File: config.mk
export PLATFORM = sky130hd
export DESIGN_NAME = dma_regs_unit
export DESIGN_NICKNAME = d
export VERILOG_FILES = /design/src/rtl/dma_regs_pkg.sv /design/src/rtl/dma_addr_reg.sv /design/src/rtl/dma_count_reg.sv /design/src/rtl/dma_fault_gen.sv /design/src/rtl/dma_regs_unit.sv
export SDC_FILE = /design/constraint.sdc
export NUM_CORES = 1
export LEC_CHECK = 0
export BUFFER_PORTS_ARGS = -buffer_cell sky130_fd_sc_hd__buf_2
export CAP_MARGIN = 30
export CORE_MARGIN = 1
export CORE_UTILIZATION = 55
export CTS_CLUSTER_DIAMETER = 120
export CTS_CLUSTER_SIZE = 30
export DETAILED_ROUTE_END_ITERATION = 6
export PLACE_DENSITY = 0.78
export REMOVE_ABC_BUFFERS = 1
export SYNTH_ARGS = -nofsm -noshare
export SYNTH_HDL_FRONTEND = slang
export SYNTH_HIERARCHICAL = 1
export SYNTH_SLANG_ARGS = --single-unit
File: constraint.sdc
create_clock -name clk -period 2.5 [get_ports clk]
set_clock_uncertainty 0.15 [all_clocks]
set_input_delay 0.5 -clock clk [delete_from_list [all_inputs] [get_ports clk]]
set_output_delay 0.5 -clock clk [all_outputs]
set_load 0.1 [all_outputs]
File: src/rtl/dma_regs_pkg.sv
package dma_regs_pkg;

    typedef enum logic [2:0] {
        RID_COUNT = 3'd0,
        RID_ADDR  = 3'd1,
        RID_MISC  = 3'd2,
        RID_CLEAR = 3'd3,
        RID_PIE   = 3'd4,
        RID_GSTAT = 3'd5,
        RID_BSR0  = 3'd6,
        RID_BSR1  = 3'd7
    } reg_id_e;

    localparam int STAT_W = 16;

    localparam logic [STAT_W-1:0] STAT_IDLE       = 16'hFFFF;
    localparam logic [STAT_W-1:0] GSTAT_DMA_FAULT = 16'hABFF;
    localparam logic [STAT_W-1:0] GSTAT_READ_BIT  = 16'h4000;
    localparam logic [STAT_W-1:0] GSTAT_PIE_BIT   = 16'h0400;
    localparam logic [STAT_W-1:0] BSR0_DMA_TAG    = 16'h3C00;

endpackage

File: src/rtl/dma_addr_reg.sv
module dma_addr_reg #(
    parameter int ADDR_W = 22,
    parameter int LO_W   = 8,
    localparam int HI_W  = ADDR_W - LO_W - 1,
    localparam int BUS_W = HI_W + 2,
    localparam int WRD_W = ADDR_W - 1
) (
    input  logic              clk,
    input  logic              rst_n,
    input  logic              load,
    input  logic [BUS_W-1:1]  bus_addr,
    input  logic              step,
    output logic [ADDR_W-1:0] addr
);

    localparam logic [WRD_W-1:0] WORD_ONE = WRD_W'(1);

    logic [WRD_W-1:0] word_d;
    logic [WRD_W-1:0] word_q;

    always_comb begin
        word_d = word_q;
        if (load) begin
            if (bus_addr[BUS_W-1]) begin
                word_d[WRD_W-1:LO_W] = bus_addr[HI_W:1];
            end else begin
                word_d[LO_W-1:0] = bus_addr[LO_W:1];
            end
        end else if (step) begin
            word_d = word_q + WORD_ONE;
        end
    end

    always_ff @(posedge clk or negedge rst_n) begin
        if (!rst_n) begin
            word_q <= '0;
        end else begin
            word_q <= word_d;
        end
    end

    assign addr = {word_q, 1'b0};

endmodule

File: src/rtl/dma_count_reg.sv
module dma_count_reg #(
    parameter int CNT_W  = 14,
    parameter int DATA_W = 16
) (
    input  logic              clk,
    input  logic              rst_n,
    input  logic              load,
    input  logic [DATA_W-1:0] wdata,
    input  logic              step,
    output logic [CNT_W-1:0]  count,
    output logic              enable,
    output logic              rw_flag
);

    localparam logic [CNT_W-1:0] CNT_ONE = CNT_W'(1);

    typedef struct packed {
        logic [CNT_W-1:0] cnt;
        logic             en;
        logic             rw;
    } cnt_state_t;

    cnt_state_t st_d;
    cnt_state_t st_q;

    always_comb begin
        st_d = st_q;
        if (load) begin
            st_d.cnt = wdata[CNT_W-1:0] + CNT_ONE;
            st_d.rw  = wdata[DATA_W-2];
            st_d.en  = wdata[DATA_W-1];
        end else if (step) begin
            st_d.cnt = st_q.cnt - CNT_ONE;
            if (st_q.cnt == '0) begin
                st_d.en = 1'b0;
            end
        end
    end

    always_ff @(posedge clk or negedge rst_n) begin
        if (!rst_n) begin
            st_q <= '0;
        end else begin
            st_q <= st_d;
        end
    end

    assign count   = st_q.cnt;
    assign enable  = st_q.en;
    assign rw_flag = st_q.rw;

endmodule

File: src/rtl/dma_fault_gen.sv
module dma_fault_gen
    import dma_regs_pkg::*;
#(
    parameter int ADDR_W = 22
) (
    input  logic              clk,
    input  logic              rst_n,
    input  logic              hit,
    input  logic              clr,
    input  logic              reading,
    input  logic              pie,
    input  logic [ADDR_W-1:0] addr,
    output logic [STAT_W-1:0] gstat,
    output logic [STAT_W-1:0] bsr0,
    output logic [STAT_W-1:0] bsr1,
    output logic              irq,
    output logic              fault
);

    localparam int UP_W = ADDR_W - STAT_W;

    typedef struct packed {
        logic [STAT_W-1:0] gstat;
        logic [STAT_W-1:0] bsr0;
        logic [STAT_W-1:0] bsr1;
        logic              irq;
        logic              flt;
    } flt_state_t;

    flt_state_t st_d;
    flt_state_t st_q;

    always_comb begin
        st_d     = st_q;
        st_d.flt = 1'b0;
        if (clr) begin
            st_d.gstat = STAT_IDLE;
            st_d.bsr0  = STAT_IDLE;
            st_d.bsr1  = STAT_IDLE;
            st_d.irq   = 1'b0;
        end else if (hit) begin
            st_d.gstat = GSTAT_DMA_FAULT
                       | (reading ? GSTAT_READ_BIT : '0)
                       | (pie     ? GSTAT_PIE_BIT  : '0);
            st_d.bsr0  = BSR0_DMA_TAG
                       | {{(STAT_W-UP_W){1'b0}}, addr[ADDR_W-1:STAT_W]};
            st_d.bsr1  = addr[STAT_W-1:0];
            st_d.irq   = 1'b1;
            st_d.flt   = 1'b1;
        end
    end

    always_ff @(posedge clk or negedge rst_n) begin
        if (!rst_n) begin
            st_q.gstat <= STAT_IDLE;
            st_q.bsr0  <= STAT_IDLE;
            st_q.bsr1  <= STAT_IDLE;
            st_q.irq   <= 1'b0;
            st_q.flt   <= 1'b0;
        end else begin
            st_q <= st_d;
        end
    end

    assign gstat = st_q.gstat;
    assign bsr0  = st_q.bsr0;
    assign bsr1  = st_q.bsr1;
    assign irq   = st_q.irq;
    assign fault = st_q.flt;

endmodule

File: src/rtl/dma_regs_unit.sv
module dma_regs_unit
    import dma_regs_pkg::*;
#(
    parameter int ADDR_W = 22,
    parameter int CNT_W  = 14,
    parameter int DATA_W = 16,
    parameter int LO_W   = 8,
    localparam int HI_W  = ADDR_W - LO_W - 1,
    localparam int BUS_W = HI_W + 2
) (
    input  logic              clk,
    input  logic              rst_n,
    input  logic              reg_wr,
    input  logic              reg_rd,
    input  logic [2:0]        reg_id,
    input  logic [BUS_W-1:1]  bus_addr,
    input  logic [DATA_W-1:0] wdata,
    output logic [DATA_W-1:0] rdata,
    input  logic              dma_req,
    input  logic [1:0]        page_ps,
    output logic [ADDR_W-1:0] dma_addr,
    output logic              dma_active,
    output logic              dma_rw_flag,
    output logic              dma_fault,
    output logic              irq_l7
);

    typedef struct packed {
        logic              reading;
        logic              pie;
        logic [DATA_W-1:0] rdata;
    } ctl_state_t;

    ctl_state_t ctl_d;
    ctl_state_t ctl_q;

    reg_id_e           rid;
    logic              dma_go;
    logic              page_unmapped;
    logic              step_ok;
    logic              fault_hit;
    logic              clr_wr;
    logic [CNT_W-1:0]  count;
    logic [STAT_W-1:0] gstat;
    logic [STAT_W-1:0] bsr0;
    logic [STAT_W-1:0] bsr1;

    assign rid           = reg_id_e'(reg_id);
    assign dma_go        = dma_req && dma_active && !reg_wr;
    assign page_unmapped = (page_ps == 2'b00);
    assign step_ok       = dma_go && !page_unmapped;
    assign fault_hit     = dma_go && page_unmapped;
    assign clr_wr        = reg_wr && (rid == RID_CLEAR);

    dma_addr_reg #(
        .ADDR_W (ADDR_W),
        .LO_W   (LO_W)
    ) u_addr (
        .clk      (clk),
        .rst_n    (rst_n),
        .load     (reg_wr && (rid == RID_ADDR)),
        .bus_addr (bus_addr),
        .step     (step_ok),
        .addr     (dma_addr)
    );

    dma_count_reg #(
        .CNT_W  (CNT_W),
        .DATA_W (DATA_W)
    ) u_cnt (
        .clk     (clk),
        .rst_n   (rst_n),
        .load    (reg_wr && (rid == RID_COUNT)),
        .wdata   (wdata),
        .step    (step_ok),
        .count   (count),
        .enable  (dma_active),
        .rw_flag (dma_rw_flag)
    );

    dma_fault_gen #(
        .ADDR_W (ADDR_W)
    ) u_flt (
        .clk     (clk),
        .rst_n   (rst_n),
        .hit     (fault_hit),
        .clr     (clr_wr),
        .reading (ctl_q.reading),
        .pie     (ctl_q.pie),
        .addr    (dma_addr),
        .gstat   (gstat),
        .bsr0    (bsr0),
        .bsr1    (bsr1),
        .irq     (irq_l7),
        .fault   (dma_fault)
    );

    always_comb begin
        ctl_d = ctl_q;
        if (reg_wr && (rid == RID_MISC)) begin
            ctl_d.reading = wdata[DATA_W-2];
        end
        if (reg_wr && (rid == RID_PIE)) begin
            ctl_d.pie = wdata[DATA_W-1];
        end
        if (reg_rd) begin
            case (rid)
                RID_COUNT: ctl_d.rdata = {{(DATA_W-CNT_W){1'b1}}, count};
                RID_GSTAT: ctl_d.rdata = gstat;
                RID_BSR0:  ctl_d.rdata = bsr0;
                RID_BSR1:  ctl_d.rdata = bsr1;
                default:   ctl_d.rdata = '1;
            endcase
        end
    end

    always_ff @(posedge clk or negedge rst_n) begin
        if (!rst_n) begin
            ctl_q.reading <= 1'b0;
            ctl_q.pie     <= 1'b0;
            ctl_q.rdata   <= '1;
        end else begin
            ctl_q <= ctl_d;
        end
    end

    assign rdata = ctl_q.rdata;

endmodule

Yosys cells after proc, flatten, opt, wreduce, memory -nomap -nowiden:

Index checks and enable logic that the tools add are counted.

* bits in latches: 0
* memories kept: 0
* memory bits (read-only): 0
* bits of input ports: 40
* RAM bits: 0
* register bits after elaboration: 105

* magnitude comparators: 0
* multipliers: 0
* equal/unequal tests: 9
* div/mod/pow operators: 0
* reduce and logical (&&, ||, !) cells: 21
* bitwise operators: 1
* shift operators: 0
* muxes and demuxes: 13
* add/sub/neg operators: 3

Operator list (number)
* $pmux W16 S4: 1
* $mux W50: 1
* $mux W49: 1
* $mux W15: 3
* $mux W21: 2
* $add A21 B1 Y21 const B: 1
* $or A16 B16 Y16: 1
* $add A14 B1 Y14 const B: 1
* $logic_not A14 Y1: 1
* $sub A14 B1 Y14 const B: 1
* $mux W13: 1
* $eq A3 B3 Y1 const B: 4
* $mux W11: 1
* $logic_and A1 B1 Y1: 9
* $mux W8: 1
* $reduce_bool A2 Y1: 4
* $eq A3 B2 Y1 const B: 2
* $reduce_and A2 Y1: 3
* $ne A2 B2 Y1 const B: 2
* $eq A3 B1 Y1 const B: 1
* $logic_not A3 Y1: 1
* $logic_not A1 Y1: 2
* $logic_not A2 Y1: 1
* $mux W1: 2

Logic depth before layout (Yosys ltp):

Gate-level depths: netlist (run 1).

* word-level depth: 5
* mapped depth: 11
* gate-level depth less buffers: 7

Modules after synthesis:

Netlist (run 1), hierarchy kept.

By module, submodules not included
* dma_addr_reg: cells each 171, area an instance 1446.4 um^2, times used 1
* dma_regs_unit: cells each 161, area an instance 1402.6 um^2, times used 1
* dma_fault_gen: cells each 111, area an instance 1333.8 um^2, times used 1
* dma_count_reg: cells each 114, area an instance 1067.3 um^2, times used 1

Worst setup path before layout (run 1):

No wires, ideal clock.

* kind: reg-to-reg
* from: register u_cnt.st_q, in the netlist u_cnt/enable
* to: register u_cnt.st_q, in the netlist u_cnt/count[13]
* setup time: 87 ps
* data required time: 2263 ps
* buffers on the path: 0
* data arrival time: 2481 ps
* setup slack: -218 ps
* cell stages (with the launch flop): 7
* cells stage by stage: dfrtp_1 -> nand3b_1 -> nor2_1 -> nor4b_4 -> nand2_2 -> or4_1 -> o211ai_1

* cells in the longest elaborated chain, start to end: 4

RTL lines
* start: declaration: RTL line dma_count_reg.sv:24 `cnt_state_t st_q;`
* start signal: assignment: RTL line dma_count_reg.sv:44 `st_q <= st_d;`
* $logic_and A1 B1 Y1 (2 in a row): RTL line dma_regs_unit.sv:49 `assign dma_go = dma_req && dma_active && !reg_wr;`
* $logic_and A1 B1 Y1: RTL line dma_regs_unit.sv:51 `assign step_ok = dma_go && !page_unmapped;`
* named net step_ok: RTL line dma_regs_unit.sv:40 `logic step_ok;`
* $reduce_bool A2 Y1 (no line)

The timed path passes the listed nets, and every way through them passes these cells.
A chain may end at the register's enable or synchronous reset.

Worst setup path after layout (run 1):

Ends and elaborated chain as after synthesis.

==> results of run 1 <==
## through the flow
| step | setup TNS [ns] | hold WS [ns] |
|---|---|---|
| 5_1_grt | 0 | 0.2264 |
| 6_report | 0 | 0.2261 |
| 3_3_place_gp | 0 | 0.3187 |
| 2_1_floorplan | -30.96 | 0.05441 |
| 4_1_cts | 0 | 0.2171 |
| 3_5_place_dp | 0 | 0.3250 |
## power by group through the flow
stage                     Sequential (mW)  Clock (mW)  Combinational [mW]
final                                2.11        1.10                1.88
after global routing                 2.15        1.16                1.98
after CTS                            2.10        1.11                1.88
after detailed placement             2.12           0                1.87
after global placement               2.11           0                1.83
after floorplan                      2.92           0               0.575
## worst reg2reg max path: stages, from the launching register on
cell and delay [ns]:
dfrtp_1 0.41, nand3b_1 0.13, nor2_1 0.33, nor4b_4 0.33
nand2_2 0.11, or4_1 0.49, o211ai_1 0.10
## layer usage
metal / track usage [%] / wire length [um]
met1: 39.12 / 5849
met2: 41.91 / 6169
met3: 4.498 / 1019
met4: 10.75 / 291
met5: 0 / 0
## area by class of cell
type                            count  share of cell area (%)
Clock buffer                       10                   2.405
Clock inverter                      6                   1.552
Multi-Input combinational cell    386                   44.91
Tap cell                          129                   2.820
Sequential cell                    83                   37.21
Inverter                           12                  0.7871
Timing Repair Buffer              103                   10.32
## sequential cells by signal, indices dropped and copies added, names as in the netlist
| register | cells |
|---|---|
| ctl_q | 2 |
| rdata | 16 |
| u_addr/word_q | 21 |
| u_cnt/count | 14 |
| u_cnt/enable | 1 |
| u_cnt/rw_flag | 1 |
| u_flt/bsr0 | 6 |
| u_flt/bsr1 | 16 |
| u_flt/fault | 1 |
| u_flt/gstat | 4 |
| u_flt/irq | 1 |
## layout by cell type, fill, tap and decap left out, types with 3 or more instances in the layout
master / instances
nor2_1: 46
and2_1: 26
a211o_1: 37
nor4_1: 4
mux2i_1: 26
nand3_1: 16
inv_1: 11
o2bb2ai_1: 4
or4_1: 3
ha_1: 3
o22ai_1: 3
clkbuf_8: 10
mux2_2: 6
nand2_1: 36
xor2_1: 11
nand4_1: 12
nor3_1: 15
buf_4: 22
and4_1: 4
a21oi_1: 27
or3_1: 3
o21ai_0: 17
dfstp_2: 42
a211oi_1: 3
dfrtp_1: 41
xnor2_1: 13
and3_1: 6
buf_2: 79
a31oi_1: 18
## synthesized netlist by cell type (17+ instances only)
master / n
a21oi_1: 27
nor2_1: 47
a211o_1: 37
o21ai_0: 17
mux2i_1: 26
dfrtp_1: 41
buf_4: 43
nand2_1: 36
and2_1: 26
a31oi_1: 18
dfstp_2: 42
## how the worst max path moves through the flow
| stage | startpoint | end | cells after the start |
|---|---|---|---|
| after floorplan | reg_id[2] | u_addr/word_q[13] | 7 |
| after global placement | reg_wr | u_cnt/count[13] | 7 |
| after detailed placement | reg_wr | u_cnt/count[13] | 7 |
| after CTS | u_cnt/enable | u_cnt/count[13] | 6 |
| after global routing | u_cnt/enable | u_cnt/enable | 6 |
| final | u_cnt/enable | u_cnt/count[13] | 6 |
## cell families (layout without fill, tap and decap cells)
logic type,Yosys count,after routing,synth area share [%]
simple gates,189,189,19.28
compound gates,137,137,18.49
buf+inv,88,131,10.63
flops,83,83,40.56
mux,32,32,6.244
xor+xnor,24,24,4.004
fa+ha+maj,3,3,0.7150
other cells,1,1,0.07143
==> flow_metrics.tcl, run 1 <==
set metrics [dict create \
    required_ns 2.62 \
    clock.fmax_ghz 0.4694 \
    netlist.area_leader.share_pct 21.02 \
    hold_viol_final 0 \
    cp_slowest_cell "or4_1" \
    r2r-end "u_cnt/count[13]" \
    ys_ff_latch 83 \
    power_frac_clock_pct 21.6 \
    rrSetupSlack_ns 0.37 \
    r2r_cells 6 \
    final-seq-area_um2 2130 \
    synth_edf_count 0 \
    multi_input_area_um2 2570 \
    place_congestion 0.9546 \
    vdd_drop_max_mv 0.7905 \
    clkTransAtPathRegs_ns 0.09 \
    overflow 0 \
    hpwl_mm 9.797 \
    grt_pass1_vias 4201 \
    tritoncts.num_buffers 9 \
    p_sw_mw 2.271 \
    power.combinational.fraction_pct 37.0 \
    drt_iter0_drc 283 \
    yosys-top-cells-area "dfstp_2 (21%), dfrtp_1 (20%), a211o_1 (6.2%)" \
    place_area_um2 5487 \
    crit_fanout 5 \
    finalPower_mw 5.088 \
    ys_warn_count 6 \
    endpoint_kind "register" \
    min_period_ns 2.131 \
    timing.rr.start "u_cnt/enable" \
    p_int_mw 2.817 \
    power_density_nw_per_um2 889.0 \
    path_delay_family "simple AND/OR/NAND/NOR gates" \
    num_vias 4431 \
    core_um2 9240 \
    crit_buf_inv 0 \
    seq_power_share_pct 41.4 \
    grt_pass1_wl_mm 21.20 \
    async_flop_share_pct 100.0 \
    dp_slack_ns 0.09539 \
    synth.avg_cell_area_um2 9.426 \
    netlist_area_um2 5250 \
    dr.pass1.iters 5 \
    crit_chain "nand3b_1 -> nor2_1 -> nor4b_4 -> nand2_2 -> or4_1 -> o211ai_1" \
    clock-sinks 83 \
    routed_wire_length_per_instance_um 18.28 \
    via_per_inst 6.078 \
    h-tree-depth 3 \
    leakage_nw 2.486 \
    cpPeakStageDelay_ns 0.49 \
    ys_seq_area_share_pct 40.56 \
    initial_core_util_pct 56.82 \
    drc 0 \
    drive_gt1_share_pct 29.33 \
    finalSetupViolCount 0 \
    antenna_left 0 \
    clk_latency_ns 0.35 \
    start_kind "register" \
    antenna_found_initial 0 \
    hp-start "wdata[0]" \
    drv_cap 0 \
    cts-root-buf "clkbuf_8" \
    tightest_slew_ns 0.6764 \
    hold_path.class "input port to register" \
    syn_inst 557 \
    setup.worst_path.class "register to register" \
    ios 82 \
    syn2layout_area_growth_pct 9.009 \
    dp_cells 712 \
    io_buffers 80 \
    slew_viol_final 0 \
    holdPathStages 2 \
    design_area_um2 5723 \
    globalRouteTotalUtil_pct 27.47 \
    maxSlewHeadroom_pct 54.49 \
    filler_cell_count 784 \
    postCtsHoldBufs 1 \
    final_cells 729 \
    switching_share_pct 44.63 \
    diodes 0 \
    critPathArrivalTime_ns 2.25 \
    ys_types 65 \
    die_h_um 99.70 \
    outcome "complete, no violations" \
    cts_buffer_depth 2 \
    hold_path_end "u_cnt/count[0]" \
    rsz0062_at_grt "false" \
    setup_ws_ns 0.3695 \
    synthFlopType "dfstp_2" \
    rows 35 \
    postCtsResizedCells 0 \
    dieArea_um2 9940 \
    finalCritPeriodShare_pct 85.22 \
    grt_max_degree 53 \
    cts_tree "built" \
    post-route-util_pct 61.94 \
    die_x_um 99.70 \
    cts_setup_buffers 0 \
    fin_nets 638 \
    yosys.area.top_type "dfstp_2" \
    wl_mm 13.33 \
]
No activity file was read; power rests on OpenSTA's default activity.
==> run 2, diff against run 1 <==
--- a/config.mk
+++ b/config.mk
@@ -7,6 +7,7 @@
 export LEC_CHECK = 0
 export BUFFER_PORTS_ARGS = -buffer_cell sky130_fd_sc_hd__buf_2
 export CAP_MARGIN = 30
+export CORE_ASPECT_RATIO = 0.5
 export CORE_MARGIN = 1
 export CORE_UTILIZATION = 55
 export CTS_CLUSTER_DIAMETER = 120
==> run 2 against run 1 <==
Effect of this change: the run now ends with negative hold slack left; power up 4.5%; combinational power about the same; final cell count down 2.1%; die area up 0.24%.
==> flow_metrics.tcl, run 2 (synthesis gave the netlist of run 1 again) <==
set metrics [dict create \
    fin_nets 635 \
    via_per_inst 6.148 \
    hold_path.class "input port to async pin" \
    crit_chain "ha_1 -> and3_1 -> nand3_4 -> o311ai_0 -> nand3_1" \
    start_kind "register" \
    clk_latency_ns 0.33 \
    die_h_um 71.09 \
    endpoint_kind "register" \
    critPathArrivalTime_ns 2.15 \
    tightest_slew_ns 0.5555 \
    antenna_found_initial 1 \
    drive_gt1_share_pct 28.64 \
    postCtsResizedCells 0 \
    die_x_um 140.2 \
    grt_pass1_vias 4015 \
    io_buffers 80 \
    filler_cell_count 755 \
    drv_cap 0 \
    tns_ns 0 \
    overflow 0 \
    h-tree-depth 3 \
    min_period_ns 2.105 \
    ios 82 \
    violations "negative hold slack" \
    drc 0 \
    core_um2 8979 \
    cts-root-buf "clkbuf_16" \
    top_register "u_addr/word_q" \
    postCtsHoldBufs 0 \
    leakage_nw 2.505 \
    post-route-util_pct 63.96 \
    globalRouteTotalUtil_pct 27.02 \
    dr.pass1.iters 5 \
    drt_iter0_drc 484 \
    rows 24 \
    num_vias 4390 \
    wl_mm 12.77 \
    initial_core_util_pct 58.47 \
    grt_max_degree 41 \
    outcome "finished with violations" \
    layout_commonest_cell "buf_2" \
    cpPeakStageDelay_ns 0.45 \
    final_cells 714 \
    diodes 0 \
    tritoncts.num_buffers 9 \
    hpwl_mm 9.037 \
    rsz0062_at_grt "false" \
    crit_buf_inv 0 \
    vdd_drop_max_mv 0.3493 \
    timing.hold.ws_ns -0.008105 \
    cp_slowest_cell "dfrtp_1" \
    final-seq-area_um2 2130 \
    dp_slack_ns 0.2217 \
    syn2layout_area_growth_pct 9.390 \
    clock.fmax_ghz 0.4750 \
    required_ns 2.54 \
    cts_tree "built" \
    largestRegisters "u_addr/word_q (21), rdata (16), u_flt/bsr1 (16)" \
    hold_viol_final 2 \
    multi_input_area_um2 2570 \
    grt_pass1_wl_mm 20.69 \
    power_density_nw_per_um2 925.5 \
    clkTransAtPathRegs_ns 0.06 \
    place_congestion 0.9251 \
    cts_buffer_depth 2 \
    mostFrequentLayoutCells "buf_2 (79), nor2_1 (46), dfstp_2 (42)" \
    clock-sinks 83 \
    path_delay_family "simple AND/OR/NAND/NOR gates" \
    slew_viol_final 0 \
    dp_cells 698 \
    maxSlewHeadroom_pct 62.62 \
    setup_ws_ns 0.3949 \
    antenna_left 0 \
    cts_setup_buffers 0 \
    dieArea_um2 9964 \
    setup.worst_path.class "register to register" \
    finalCritPeriodShare_pct 84.20 \
    crit_fanout 7 \
    routed_wire_length_per_instance_um 17.89 \
    largest_register_ff_count 21 \
    finalSetupViolCount 0 \
]
-- run 2: changes by cell type in the layout (fill, tap and decap cells not counted) --
cell	before	now
clkbuf_16	0	9
clkbuf_8	10	2
clkbuf_1	0	3
clkinvlp_4	2	0
buf_12	1	0
buf_4	22	21
bufinv_16	2	1
clkinv_4	1	0
dlygate4sd3_1	1	0
-- run 2: worst reg2reg max path, stage by stage (launching register included) --
cell,delay (ns)
dfrtp_1,0.45
ha_1,0.24
and3_1,0.40
nand3_4,0.16
o311ai_0,0.43
nand3_1,0.14
-- run 2: report_power, final --
part / internal, mW / switching [mW] / leakage, nW
logic: 0.486 / 1.40 / 1.41
clock network: 0.828 / 0.496 / 0.147
registers: 1.74 / 0.364 / 0.952
total: 3.06 / 2.26 / 2.51
-- run 2: final timing paths --
kind                                  startpoint  cells after the start  slack [ns]                 to
worst max-delay path            u_addr/word_q[0]                      5        0.39  u_addr/word_q[12]
worst min-delay path                       rst_n                      1      -0.008     u_cnt/count[2]
worst max register to register  u_addr/word_q[0]                      5        0.39  u_addr/word_q[12]
worst min register to register         u_flt/irq                      2        0.34          u_flt/irq
max in group asynchronous                  rst_n                      2        1.50      u_flt/bsr0[2]
min in group clk                       wdata[15]                      3        0.25       u_cnt/enable
-- run 2: stage by stage --
stage | hold slack (ns) | power (mW) | area (um2)
floorplan | 0.05441 | 3.499 | 4737
global placement | 0.3208 | 3.952 | 5444
detailed placement | 0.3263 | 3.993 | 5444
CTS | 0.006567 | 5.339 | 5743
global route | 0.03254 | 5.560 | 5743
finish | -0.008105 | 5.315 | 5743
-- run 2: cell type report --
cell class              instances  area share, %
multi-input cells             386          44.75
flip-flops and latches         83          37.08
repair buffers                100          9.630
clock buffers                  14          4.597
well taps                     117          2.549
inverters                      12         0.7843
clock inverters                 2         0.6100
-- run 2: per-layer routing --
metal	GRT usage (%)	wire (um)	up-vias
li1	-	-	2060
met2	42.83	5785	175
met1	37.85	6039	2140
met3	6.026	808	13
met5	0	23	-
met4	6.716	118	2
